**src/rtl/fes_pkg.sv**
```systemverilog
package fes_pkg;

  typedef enum logic [3:0] {
    S_IDLE, S_CHECK, S_PWR, S_SETUP, S_CONFIRM,
    S_POLL_RD, S_POLL_WT, S_CLEAR, S_RESET, S_DONE
  } fes_state_t;

  localparam logic [7:0] CMD_ERASE_SETUP = 8'h20;
  localparam logic [7:0] CMD_ERASE_GO    = 8'hD0;
  localparam logic [7:0] CMD_CLR_STATUS  = 8'h50;
  localparam logic [7:0] CMD_READ_ARRAY  = 8'hFF;

  localparam int unsigned SB_READY = 7;
  localparam int unsigned SB_LOCK  = 1;
  localparam int unsigned SB_VOLT  = 3;
  localparam int unsigned SB_PROG  = 4;
  localparam int unsigned SB_ERASE = 5;

endpackage

```
**src/rtl/fes_region_check.sv**
```systemverilog
module fes_region_check #(
  parameter int unsigned ADDR_W = 20,
  parameter int unsigned NREG   = 2,
  parameter logic [NREG*5-1:0]  BLK_LOG2 = {5'd15, 5'd12},
  parameter logic [NREG*16-1:0] BLK_CNT  = {16'd30, 16'd8}
) (
  input  logic [ADDR_W-1:0] addr,
  input  logic              boot_prot,
  output logic              ok
);
  localparam int unsigned AW1 = ADDR_W + 1;

  function automatic logic [AW1-1:0] region_base(int unsigned idx);
    logic [AW1-1:0] acc;
    acc = '0;
    for (int unsigned k = 0; k < idx; k++)
      acc = acc + (AW1'(BLK_CNT[k*16 +: 16]) << BLK_LOG2[k*5 +: 5]);
    return acc;
  endfunction

  localparam logic [AW1-1:0] BOOT_END = AW1'(1) << BLK_LOG2[4:0];

  logic [AW1-1:0]  a_ext;
  logic [NREG-1:0] hit;
  logic [NREG-1:0] aligned;

  assign a_ext = {1'b0, addr};

  for (genvar gi = 0; gi < NREG; gi++) begin : g_reg
    localparam logic [AW1-1:0] BASE  = region_base(gi);
    localparam logic [AW1-1:0] LIMIT = region_base(gi + 1);
    localparam logic [AW1-1:0] MASK  = (AW1'(1) << BLK_LOG2[gi*5 +: 5]) - AW1'(1);
    logic [AW1-1:0] rel;
    assign rel         = a_ext - BASE;
    assign hit[gi]     = (a_ext >= BASE) && (a_ext < LIMIT);
    assign aligned[gi] = (rel & MASK) == '0;
  end

  logic in_boot;
  assign in_boot = boot_prot && (a_ext < BOOT_END);
  assign ok      = (|(hit & aligned)) && !in_boot;

  always_comb begin
    assert ($countones(hit) <= 1)
      else $error("p_regions_disjoint_r1: address hits more than one region");
  end

endmodule

```
**src/rtl/fes_ms_timer.sv**
```systemverilog
module fes_ms_timer #(
  parameter int unsigned CYC_PER_MS = 125000,
  parameter int unsigned TIMEOUT_MS = 1500
) (
  input  logic clk,
  input  logic rst,
  input  logic run,
  output logic expired
);
  localparam int unsigned PW = (CYC_PER_MS > 1) ? $clog2(CYC_PER_MS) : 1;
  localparam int unsigned MW = $clog2(TIMEOUT_MS + 1);
  localparam logic [PW-1:0] P_LAST = PW'(CYC_PER_MS - 1);
  localparam logic [MW-1:0] M_LIM  = MW'(TIMEOUT_MS);

  logic [PW-1:0] presc;
  logic [MW-1:0] ms;

  always_ff @(posedge clk) begin
    if (rst || !run) begin
      presc <= '0;
      ms    <= '0;
    end else if (presc == P_LAST) begin
      presc <= '0;
      if (ms != M_LIM) ms <= ms + MW'(1);
    end else begin
      presc <= presc + PW'(1);
    end
  end

  assign expired = (ms == M_LIM);

  p_ms_saturates_r6: assert property (@(posedge clk) disable iff (rst)
    ms <= M_LIM);
  p_ms_steps_by_one_r6: assert property (@(posedge clk) disable iff (rst)
    run && $past(run) && (ms != $past(ms)) |-> ms == $past(ms) + MW'(1));
  p_idle_clears_r6: assert property (@(posedge clk) disable iff (rst)
    !$past(run) |-> (ms == '0));

endmodule

```
**src/rtl/fes_status_decode.sv**
```systemverilog
module fes_status_decode #(
  parameter int unsigned DATA_W = 8
) (
  input  logic [DATA_W-1:0] status,
  output logic [2:0]        flags
);
  import fes_pkg::*;

  always_comb begin
    flags[2] = status[SB_PROG] | status[SB_ERASE];
    flags[1] = status[SB_VOLT];
    flags[0] = status[SB_LOCK];
  end

endmodule

```
**src/rtl/flash_erase_seq.sv**
```systemverilog
module flash_erase_seq #(
  parameter int unsigned ADDR_W     = 20,
  parameter int unsigned DATA_W     = 8,
  parameter int unsigned NREG       = 2,
  parameter logic [NREG*5-1:0]  BLK_LOG2 = {5'd15, 5'd12},
  parameter logic [NREG*16-1:0] BLK_CNT  = {16'd30, 16'd8},
  parameter int unsigned CLK_HZ     = 125000000,
  parameter int unsigned TIMEOUT_MS = 1500
) (
  input  logic              clk,
  input  logic              rst,
  input  logic              start,
  input  logic [ADDR_W-1:0] blk_addr,
  input  logic              boot_prot,
  output logic [ADDR_W-1:0] bus_addr,
  output logic [DATA_W-1:0] bus_wdata,
  output logic              bus_we,
  output logic              bus_re,
  input  logic [DATA_W-1:0] bus_rdata,
  output logic              prog_pwr,
  output logic              done,
  output logic [3:0]        err,
  output logic              timeout
);
  import fes_pkg::*;

  localparam int unsigned CYC_PER_MS = (CLK_HZ / 1000 > 0) ? CLK_HZ / 1000 : 1;

  fes_state_t        state, nxt;
  logic [ADDR_W-1:0] addr_q;
  logic              boot_q;
  logic [DATA_W-1:0] stat_q;
  logic              tmo_q;
  logic              addr_ok;
  logic              expired;
  logic              polling;
  logic [2:0]        flags;

  fes_region_check #(
    .ADDR_W(ADDR_W), .NREG(NREG), .BLK_LOG2(BLK_LOG2), .BLK_CNT(BLK_CNT)
  ) i_check (
    .addr(addr_q), .boot_prot(boot_q), .ok(addr_ok)
  );

  assign polling = (state == S_POLL_RD) || (state == S_POLL_WT);

  fes_ms_timer #(
    .CYC_PER_MS(CYC_PER_MS), .TIMEOUT_MS(TIMEOUT_MS)
  ) i_timer (
    .clk(clk), .rst(rst), .run(polling), .expired(expired)
  );

  fes_status_decode #(.DATA_W(DATA_W)) i_decode (
    .status(stat_q), .flags(flags)
  );

  always_comb begin
    nxt = state;
    unique case (state)
      S_IDLE:    if (start) nxt = S_CHECK;
      S_CHECK:   nxt = addr_ok ? S_PWR : S_DONE;
      S_PWR:     nxt = S_SETUP;
      S_SETUP:   nxt = S_CONFIRM;
      S_CONFIRM: nxt = S_POLL_RD;
      S_POLL_RD: nxt = S_POLL_WT;
      S_POLL_WT: nxt = (bus_rdata[SB_READY] || expired) ? S_CLEAR : S_POLL_RD;
      S_CLEAR:   nxt = S_RESET;
      S_RESET:   nxt = S_DONE;
      S_DONE:    nxt = S_IDLE;
      default:   nxt = S_IDLE;
    endcase
  end

  always_ff @(posedge clk) begin
    if (rst) begin
      state     <= S_IDLE;
      addr_q    <= '0;
      boot_q    <= 1'b0;
      stat_q    <= '0;
      tmo_q     <= 1'b0;
      bus_we    <= 1'b0;
      bus_re    <= 1'b0;
      bus_wdata <= '0;
      prog_pwr  <= 1'b0;
      done      <= 1'b0;
      err       <= '0;
      timeout   <= 1'b0;
    end else begin
      state    <= nxt;
      bus_we   <= (nxt == S_SETUP) || (nxt == S_CONFIRM) ||
                  (nxt == S_CLEAR) || (nxt == S_RESET);
      bus_re   <= (nxt == S_POLL_RD);
      prog_pwr <= (nxt == S_PWR) || (nxt == S_SETUP) || (nxt == S_CONFIRM) ||
                  (nxt == S_POLL_RD) || (nxt == S_POLL_WT);
      done     <= (nxt == S_DONE);
      unique case (nxt)
        S_SETUP:   bus_wdata <= DATA_W'(CMD_ERASE_SETUP);
        S_CONFIRM: bus_wdata <= DATA_W'(CMD_ERASE_GO);
        S_CLEAR:   bus_wdata <= DATA_W'(CMD_CLR_STATUS);
        S_RESET:   bus_wdata <= DATA_W'(CMD_READ_ARRAY);
        default:   bus_wdata <= '0;
      endcase
      if (state == S_IDLE && start) begin
        addr_q  <= blk_addr;
        boot_q  <= boot_prot;
        err     <= '0;
        timeout <= 1'b0;
      end
      if (state == S_CHECK && !addr_ok) err <= 4'b0001;
      if (state == S_POLL_WT) begin
        stat_q <= bus_rdata;
        tmo_q  <= !bus_rdata[SB_READY] && expired;
      end
      if (state == S_RESET) begin
        err     <= {flags, 1'b0};
        timeout <= tmo_q;
      end
    end
  end

  assign bus_addr = addr_q;

  p_setup_then_go_r4: assert property (@(posedge clk) disable iff (rst)
    bus_we && bus_wdata == DATA_W'(CMD_ERASE_SETUP)
    |=> bus_we && bus_wdata == DATA_W'(CMD_ERASE_GO));
  p_power_on_erase_cmd_r3: assert property (@(posedge clk) disable iff (rst)
    bus_we && (bus_wdata == DATA_W'(CMD_ERASE_SETUP) ||
               bus_wdata == DATA_W'(CMD_ERASE_GO)) |-> prog_pwr);
  p_power_off_at_clear_r3: assert property (@(posedge clk) disable iff (rst)
    bus_we && bus_wdata == DATA_W'(CMD_CLR_STATUS) |-> !prog_pwr);
  p_clear_then_read_array_r7: assert property (@(posedge clk) disable iff (rst)
    bus_we && bus_wdata == DATA_W'(CMD_CLR_STATUS)
    |=> bus_we && bus_wdata == DATA_W'(CMD_READ_ARRAY));
  p_done_single_r7: assert property (@(posedge clk) disable iff (rst)
    done |=> !done);
  p_reject_quiet_r1: assert property (@(posedge clk) disable iff (rst)
    done && err[0] |-> !prog_pwr && !$past(bus_we) && !$past(bus_re));
  p_strobes_exclusive_r5: assert property (@(posedge clk) disable iff (rst)
    !(bus_we && bus_re));
  p_addr_stable_busy_r9: assert property (@(posedge clk) disable iff (rst)
    (bus_we || bus_re) && $past(bus_we || bus_re || prog_pwr) |-> $stable(bus_addr));

endmodule

```
**config.mk**
```make
export PLATFORM = sky130hd
export DESIGN_NAME = flash_erase_seq
export DESIGN_NICKNAME = d
export VERILOG_FILES = /design/src/rtl/fes_pkg.sv /design/src/rtl/fes_region_check.sv /design/src/rtl/fes_ms_timer.sv /design/src/rtl/fes_status_decode.sv /design/src/rtl/flash_erase_seq.sv
export SDC_FILE = /design/constraint.sdc
export NUM_CORES = 1
export LEC_CHECK = 0
export ABC_CLOCK_PERIOD_IN_PS = 2400
export CELL_PAD_IN_SITES_DETAIL_PLACEMENT = 2
export CELL_PAD_IN_SITES_GLOBAL_PLACEMENT = 2
export CORE_ASPECT_RATIO = 0.75
export CORE_MARGIN = 10
export CORE_UTILIZATION = 35
export CTS_CLUSTER_DIAMETER = 30
export DETAILED_ROUTE_END_ITERATION = 7
export DONT_BUFFER_PORTS = 1
export PLACE_DENSITY = 0.73
export SLEW_MARGIN = 20
export SYNTH_ARGS = -nofsm -noshare
export SYNTH_HDL_FRONTEND = slang
export SYNTH_SLANG_ARGS = --single-unit
```
**constraint.sdc**
```tcl
create_clock -name clk -period 2.4 [get_ports clk]
set_input_delay 0.48 -clock clk [delete_from_list [all_inputs] [get_ports clk]]
set_output_delay 0.48 -clock clk [all_outputs]
set_load 0.02 [all_outputs]
```
==> impl_metrics.ini, run 1 <==
[floorplan]
die_x_um = 128.9
die_area_um2 = 13100
ios = 69
core_area_um2 = 8563
die_h_um = 101.7
row_count = 29
start_util_pct = 36.34

[route]
routed_wl_mm = 9.387
vias_per_cell = 5.508
vias = 2666
drtIter0Drc = 122
wl_per_cell_um = 19.39
drc_errors = 0
dr.pass1.iters = 4
drtAntennaViolNets = 0

[grt]
grt_max_degree = 45
gr-total-overflow = 0
antenna_found_initial = 0
grt_pass1_wl_mm = 15.50
grt_use_total_pct = 14.96
grt_pass1_vias = 2901

[clock_network]
hold_buffers = 0
cts_buffers = 9
insertion_delay_ps = 340
clock_sinks = 71
h-tree-depth = 3
root_buffer = clkbuf_16
cts_tree = done
ctsResizeCount = 0
path_clk_slew_ps = 60
clockBufferDepth = 2
post_cts_buffers = 0

[finish]
synthToLayoutAreaGrowth_pct = 12.99
layout_commonest_cell = dfxtp_1
drive_gt1_share_pct = 8.777
fin_nets = 406
n_antenna_cell = 0
final_cell_mix = 71 x dfxtp_1, 70 x nand2_1, 37 x a21oi_1

[sta]
fin_crit_ps = 2072
setup_tns_ps = 0
max_freq_ghz = 0.4825
slew_headroom_pct = 49.48
hold_slack_ps = 222.7
rsz0062_at_grt = false
drv_slew = 0
skew_ps = 5.978
worst_pin_slew_ps = 756.8
hold_viol_final = 0
setup_viol = 0
fin_crit_sh_pct = 86.35

[run_status]
run_status = finished, final reports clean

[synth]
ys_ff_latch = 71
netlist_area_um2 = 3112
async_flop_share_pct = 0
synth_fp_nets = 413
yosysTopAreaCell = dfxtp_1
synth_ff_type = dfxtp_1
ys_types = 51
synth-edff-count = 0
avgSynthCellArea_um2 = 8.232
yosys_warnings = 0
ys_top_cells_by_area = dfxtp_1 46%, nand2_1 8.4%, a21oi_1 6.0%
syn_inst = 378
synth_top_area_share_pct = 45.68
yosysSeqAreaShare_pct = 45.68

[pwr]
total_power_w = 0.003814
p_int_w = 0.002577
comb_power_share_pct = 18.3
power.switching_w = 0.001237
power_density_nw_per_um2 = 1085
pwr-share-seq_pct = 41.5
p_clk_share_pct = 40.2
switching_share_pct = 32.43
ir_drop_mv = 0.4724
total_leakage_power_nw = 1.178

[place]
port_buffers = 0
hpwl_mm = 6.809
gp_congestion = 0.7605

[critical_path]
critical_path_required_ps = 2630
endpoint_kind = flop
critPathLaunchType = flop
crit_fanout = 5
crit_type = reg2reg
cp.arrival_ps = 2300
crit_start = bus_addr[16]$_SDFFE_PP0P_
reg2reg_from = bus_addr[16]$_SDFFE_PP0P_
reg2reg_setup_slack_ps = 330

[job]
drv_cap = 0

[worst_hold_path]
min_path_type = in2reg
hold_start = rst
flip-flops by register name, summed over array words and instances (netlist names), 4 cells and up:
name	count
bus_addr	20
stat_q	4
err	4
state	4
bus_wdata	4
i_timer.ms	11
i_timer.presc	17
power by group through the flow:
stage | registers (W) | logic (W) | clock network [W]
floorplan | 0.00152 | 0.000550 | 0
global placement | 0.00160 | 0.000652 | 0
detailed placement | 0.00161 | 0.000699 | 0
CTS | 0.00159 | 0.000705 | 0.00157
global route | 0.00161 | 0.000787 | 0.00162
finish | 0.00158 | 0.000697 | 0.00153
worst max-delay path, cell delays in order, from the launching register on:
cell and delay, ps:
dfxtp_1 400, nor4_1 480, a31oi_1 140, o21ai_0 540, o22ai_1 180, a22o_1 220
cell usage after synthesis (3+ instances only):
master and number:
o31ai_1 4, or4_1 3, clkbuf_1 16, buf_4 4, nor4_1 7, xnor2_1 15
nor2_1 34, nand4_1 7, o21ai_0 8, and3_1 5, nand2_1 70, xor2_1 5
a21oi_1 37, nand2b_1 6, or3_1 3, dfxtp_1 71, nor3_1 13, inv_1 4
ha_1 3, nor2b_1 6, mux2i_1 3, nand3_1 17, nor3b_1 3
stage by stage:
step | worst slack [ps] | std cells | utilization [%] | area [um2]
2_1_floorplan | 585.6 | 378 | - | 3112
3_3_place_gp | 398.1 | 468 | 37.11 | 3178
3_5_place_dp | 312.3 | 468 | 37.11 | 3178
4_1_cts | 328.6 | 484 | 41.06 | 3516
5_1_grt | 112.5 | 484 | 41.06 | 3516
6_report | 327.6 | 484 | 41.06 | 3516
final timing paths:
path	to	cells after the start
max	err[2]$_SDFFE_PP0P_	5
min	bus_wdata[7]$_SDFF_PP0_	1
max reg2reg	err[2]$_SDFFE_PP0P_	5
min reg2reg	i_timer.presc[0]$_SDFF_PP0_	1
layer usage:
layer,up-vias,part of all wire (%),GRT usage [%]
li1,1285,-,-
met1,1315,45,17.49
met2,53,46,23.93
met3,13,8.1,7.307
met4,0,1.1,4.272
met5,-,0,0
final cells by class:
type	count	area [um2]
Inverter	4	15.01
Timing Repair Buffer	6	45.04
Clock buffer	10	229.0
Sequential cell	71	1421
Fill cell	959	5047
Clock inverter	6	108.9
Multi-Input combinational cell	279	1562
Tap cell	108	135.1
kinds of logic after synthesis:
family	after synthesis	share of synthesized area [%]
AND/OR/NAND/NOR	190	30.44
flip-flops	71	45.68
AO/OA/AOI/OAI	62	11.58
buffers and inverters	28	4.141
XOR/XNOR	20	5.629
multiplexers	4	1.327
adder cells (fa/ha/maj)	3	1.206
Power figures use the tool's default switching activity.
==> inputs of run 2 (changes only) <==
--- a/config.mk
+++ b/config.mk
@@ -14,7 +14,7 @@
 export CTS_CLUSTER_DIAMETER = 30
 export DETAILED_ROUTE_END_ITERATION = 7
 export DONT_BUFFER_PORTS = 1
-export PLACE_DENSITY = 0.73
+export PLACE_DENSITY_LB_ADDON = 0.25
 export SLEW_MARGIN = 20
 export SYNTH_ARGS = -nofsm -noshare
 export SYNTH_HDL_FRONTEND = slang
==> impl_metrics.ini, run 2 (synthesis gave the netlist of run 1 again) <==
[critical_path]
cp.arrival_ps = 2360
crit_fanout = 5
reg2reg_from = bus_addr[19]$_SDFFE_PP0P_
crit_type = reg2reg
path_cells = nor4_1 > a31oi_1 > o21ai_0 > o22ai_1 > a22o_1
critical_path_required_ps = 2630
critPathSlowestCell = o21ai_0
rr_worst_depth = 5
critPathLaunchType = flop
r2r_end = err[2]$_SDFFE_PP0P_
cp_num_buf_inv = 0
cpPeakStageDelay_ps = 550
endpoint_kind = flop
reg2reg_setup_slack_ps = 270
path_delay_family = compound AO/OA/AOI/OAI gates

[clock_network]
h-tree-depth = 3
insertion_delay_ps = 340
cts_buffers = 9
ctsResizeCount = 0
clockBufferDepth = 2
cts_tree = done
path_clk_slew_ps = 60
post_cts_buffers = 0
root_buffer = clkbuf_16
clock_sinks = 71
hold_buffers = 0

[sta]
skew_ps = 6.351
hold_viol_final = 0
fin_crit_ps = 2133
max_freq_ghz = 0.4689
rsz0062_at_grt = false
setup_viol = 0
drv_slew = 0
fin_crit_sh_pct = 88.87
setup_tns_ps = 0
worst_pin_slew_ps = 754.1
finalWorstSetupSlack_ps = 267.2
slew_headroom_pct = 49.66

[grt]
grt_pass1_vias = 2849
grt_max_degree = 45
antenna_found_initial = 0
grt_use_total_pct = 14.72
gr-total-overflow = 0
grt_pass1_wl_mm = 15.16

[pwr]
p_int_w = 0.002500
p_clk_share_pct = 39.0
power_density_nw_per_um2 = 1068
ir_drop_mv = 0.4763
total_leakage_power_nw = 1.182
pwr-share-seq_pct = 42.0
comb_power_share_pct = 19.0
power.switching_w = 0.001268
switching_share_pct = 33.66

[finish]
largest_register_ffs = 20
final_cell_mix = 71 x dfxtp_1, 70 x nand2_1, 37 x a21oi_1
layout_commonest_cell = dfxtp_1
n_antenna_cell = 0
fin_nets = 409
drive_gt1_share_pct = 9.763
synthToLayoutAreaGrowth_pct = 13.39

[worst_hold_path]
hold_start = rst
hold_path_depth = 1
holdPathEnd = bus_wdata[7]$_SDFF_PP0_
min_path_type = in2reg

[route]
routed_wl_mm = 9.271
drtIter0Drc = 85
vias_per_cell = 5.444
vias = 2651
dr.pass1.iters = 4
drc_errors = 0
drtAntennaViolNets = 0
wl_per_cell_um = 19.04

[floorplan]
start_util_pct = 36.34
ios = 69
core_area_um2 = 8563
die_x_um = 128.9
die_h_um = 101.7
row_count = 29
die_area_um2 = 13100

[place]
port_buffers = 0
hpwl_mm = 6.675
gp_congestion = 0.7450
pre_cts_slack_ps = 286.3

[job]
drv_cap = 0

[run_status]
run_status = finished, final reports clean
==> run 2: routing by layer <==
layer / share of wire [%] / global-route usage [%] / routed length (um)
met3: 8.0 / 6.733 / 745
met4: 1.7 / 6.364 / 157
met2: 46 / 22.98 / 4260
met5: 0 / 0 / 0
met1: 44 / 17.15 / 4107
==> run 2: power by group through the flow <==
stage          clock [W]  sequential (W)  combinational [W]
2_1_floorplan          0         0.00152           0.000550
6_report         0.00147         0.00158           0.000716
5_1_grt          0.00156         0.00161           0.000814
4_1_cts          0.00151         0.00159           0.000729
3_5_place_dp           0         0.00161           0.000717
3_3_place_gp           0         0.00160           0.000672
==> run 2: through the flow <==
stage / util (%) / total power (W) / instances / instance area, um2 / hold WS [ps]
floorplan: - / 0.002067 / 378 / 3112 / 413.2
global route: 41.20 / 0.003980 / 487 / 3528 / 211.5
CTS: 41.20 / 0.003823 / 487 / 3528 / 204.0
finish: 41.20 / 0.003768 / 487 / 3528 / 222.7
global placement: 37.38 / 0.002272 / 471 / 3201 / 426.7
detailed placement: 37.38 / 0.002328 / 471 / 3201 / 437.5
==> run 2: worst reg2reg max path, delay by kind of cell (launching register included) <==
family             cells  cell delay [ps]
AOI/OAI and AO/OA      4             1140
DFF                    1              410
and+or+nand+nor        1              480
==> run 2: how the worst max path moves through the flow <==
stage / start / cells past startpoint / end
after global placement: bus_addr[19]$_SDFFE_PP0P_ / 5 / err[1]$_SDFFE_PP0P_
after global routing: bus_addr[19]$_SDFFE_PP0P_ / 5 / err[1]$_SDFFE_PP0P_
after detailed placement: bus_addr[19]$_SDFFE_PP0P_ / 5 / state[3]$_SDFF_PP0_
after CTS: bus_addr[19]$_SDFFE_PP0P_ / 5 / err[2]$_SDFFE_PP0P_
final: bus_addr[19]$_SDFFE_PP0P_ / 5 / err[2]$_SDFFE_PP0P_
after floorplan: i_timer.presc[0]$_SDFF_PP0_ / 7 / i_timer.ms[5]$_SDFFE_PP0P_
==> run 2: cell type report <==
type                       count  area, um2
multi-input combinational    279       1562
fill                         966       5035
clock buffer                   9      225.2
sequential                    71       1421
inverter                       4      15.01
tap                          108      135.1
clock inverter                 7      102.6
timing repair buffer           9      67.56
==> inputs of run 3 (changes only) <==
==> constraint.sdc (replaced) <==
create_clock -name clk -period 2.4 [get_ports clk]
set_input_delay 0.36 -clock clk [delete_from_list [all_inputs] [get_ports clk]]
set_output_delay 0.36 -clock clk [all_outputs]
set_load 0.02 [all_outputs]
==> impl_metrics.ini, run 3 (synthesis gave the netlist of run 1 again) <==
[run_status]
run_status = finished, final reports clean

[critical_path]
r2r_end = bus_wdata[5]$_SDFF_PP0_
crit_fanout = 5
endpoint_kind = flop
reg2reg_from = i_timer.ms[0]$_SDFFE_PP0P_
critPathLaunchType = flop
reg2reg_setup_slack_ps = 390
rr_worst_depth = 7
critical_path_required_ps = 2670
cp.arrival_ps = 2290
crit_type = reg2reg

[grt]
grt_pass1_vias = 2954
grt_use_total_pct = 15.13
grt_pass1_wl_mm = 15.70
gr-total-overflow = 0
grt_max_degree = 45
antenna_found_initial = 0

[floorplan]
ios = 69
row_count = 29
die_area_um2 = 13100
die_x_um = 128.9
core_area_um2 = 8563
start_util_pct = 36.34
die_h_um = 101.7

[pwr]
total_power_w = 0.003663
power.switching_w = 0.001208
p_int_w = 0.002455
total_leakage_power_nw = 1.171
power_density_nw_per_um2 = 1048
p_clk_share_pct = 37.5
comb_power_share_pct = 19.1
switching_share_pct = 32.98
pwr-share-seq_pct = 43.3
ir_drop_mv = 0.4779

[route]
top_layer = met4
drtIter0Drc = 95
drt-met1-wl_mm = 4.080
dr_wl_met2_mm = 4.480
drtAntennaViolNets = 0
routed_wl_mm = 9.434
vias = 2635
met3_length_um = 778
dr.pass1.iters = 4
vias_per_cell = 5.433
drc_errors = 0
wl_per_cell_um = 19.45

[finish]
drive_gt1_share_pct = 9.019
layout_commonest_cell = dfxtp_1
synthToLayoutAreaGrowth_pct = 12.34
n_antenna_cell = 0
finalNonFillerCells = 485
final_cell_mix = 71 x dfxtp_1, 70 x nand2_1, 37 x a21oi_1
stdcell_area_um2 = 3496
fin_nets = 407
largest_register_ffs = 20
n_fill_cell = 974

[place]
hpwl_mm = 6.707
gp_congestion = 0.7412
dpl_cell_area_um2 = 3186
dp.cells = 469
port_buffers = 0

[sta]
setup_viol = 0
slew_headroom_pct = 48.49
hold_viol_final = 0
fin_crit_ps = 2012
drv_slew = 0
rsz0062_at_grt = false
skew_ps = 4.530
setup_tns_ps = 0
max_freq_ghz = 0.4970
worst_pin_slew_ps = 771.7
fin_crit_sh_pct = 83.84

[worst_hold_path]
min_path_type = in2reg
hold_path_depth = 1
hold_start = rst
holdPathEnd = stat_q[3]$_SDFFE_PP0P_

[clock_network]
clock_sinks = 71
hold_buffers = 0
insertion_delay_ps = 330
cts_tree = done
path_clk_slew_ps = 50
root_buffer = clkbuf_16
ctsResizeCount = 0
post_cts_buffers = 0
clockBufferDepth = 2
cts_buffers = 9
h-tree-depth = 3

[job]
drv_cap = 0
==> run 3: power groups by stage <==
stage	combinational [W]	clock (W)	sequential, W
global route	0.000795	0.00148	0.00161
finish	0.000701	0.00137	0.00159
detailed placement	0.000699	0	0.00161
floorplan	0.000550	0	0.00152
CTS	0.000712	0.00141	0.00159
global placement	0.000654	0	0.00161
==> run 3: layer usage <==
metal	track usage (%)	vias up
li1	-	1290
met1	17.40	1276
met2	25.04	59
met3	7.046	10
met4	3.923	0
met5	0	-
==> run 3: layout make-up <==
| class | count | area [um2] | area share, % |
|---|---|---|---|
| Inverter | 4 | 15.01 | 0.4295 |
| Clock buffer | 13 | 270.3 | 7.731 |
| Sequential cell | 71 | 1421 | 40.66 |
| Tap cell | 108 | 135.1 | 3.865 |
| Timing Repair Buffer | 7 | 52.55 | 1.503 |
| Multi-Input combinational cell | 279 | 1562 | 44.67 |
| Clock inverter | 3 | 40.04 | 1.145 |
==> run 3: worst max-delay path by stage <==
| stage | startpoint | to | slack, ps | cells past startpoint |
|---|---|---|---|---|
| 4_1_cts | bus_addr[19]$_SDFFE_PP0P_ | state[3]$_SDFF_PP0_ | 250 | 5 |
| 5_1_grt | i_timer.ms[0]$_SDFFE_PP0P_ | bus_wdata[5]$_SDFF_PP0_ | 80 | 7 |
| 3_3_place_gp | bus_addr[19]$_SDFFE_PP0P_ | err[1]$_SDFFE_PP0P_ | 380 | 5 |
| 3_5_place_dp | bus_addr[19]$_SDFFE_PP0P_ | err[2]$_SDFFE_PP0P_ | 280 | 5 |
| 6_report | i_timer.ms[0]$_SDFFE_PP0P_ | bus_wdata[5]$_SDFF_PP0_ | 390 | 7 |
| 2_1_floorplan | i_timer.presc[0]$_SDFF_PP0_ | i_timer.ms[5]$_SDFFE_PP0P_ | 590 | 7 |
==> run 3: critical path: stages, from the launching register on <==
cell	delay (ps)
dfxtp_1	350
inv_1	90
ha_1	170
nor4bb_1	490
nand4_1	250
a21oi_1	250
o21bai_1	150
and4b_1	200
==> run 3: through the flow <==
stage	setup slack, ps	util [%]	hold slack, ps
6_report	387.9	40.82	97.47
5_1_grt	82.50	40.82	87.24
4_1_cts	247.0	40.82	90.61
3_5_place_dp	282.1	37.20	443.0
3_3_place_gp	382.2	37.20	426.3
2_1_floorplan	585.6	-	413.2
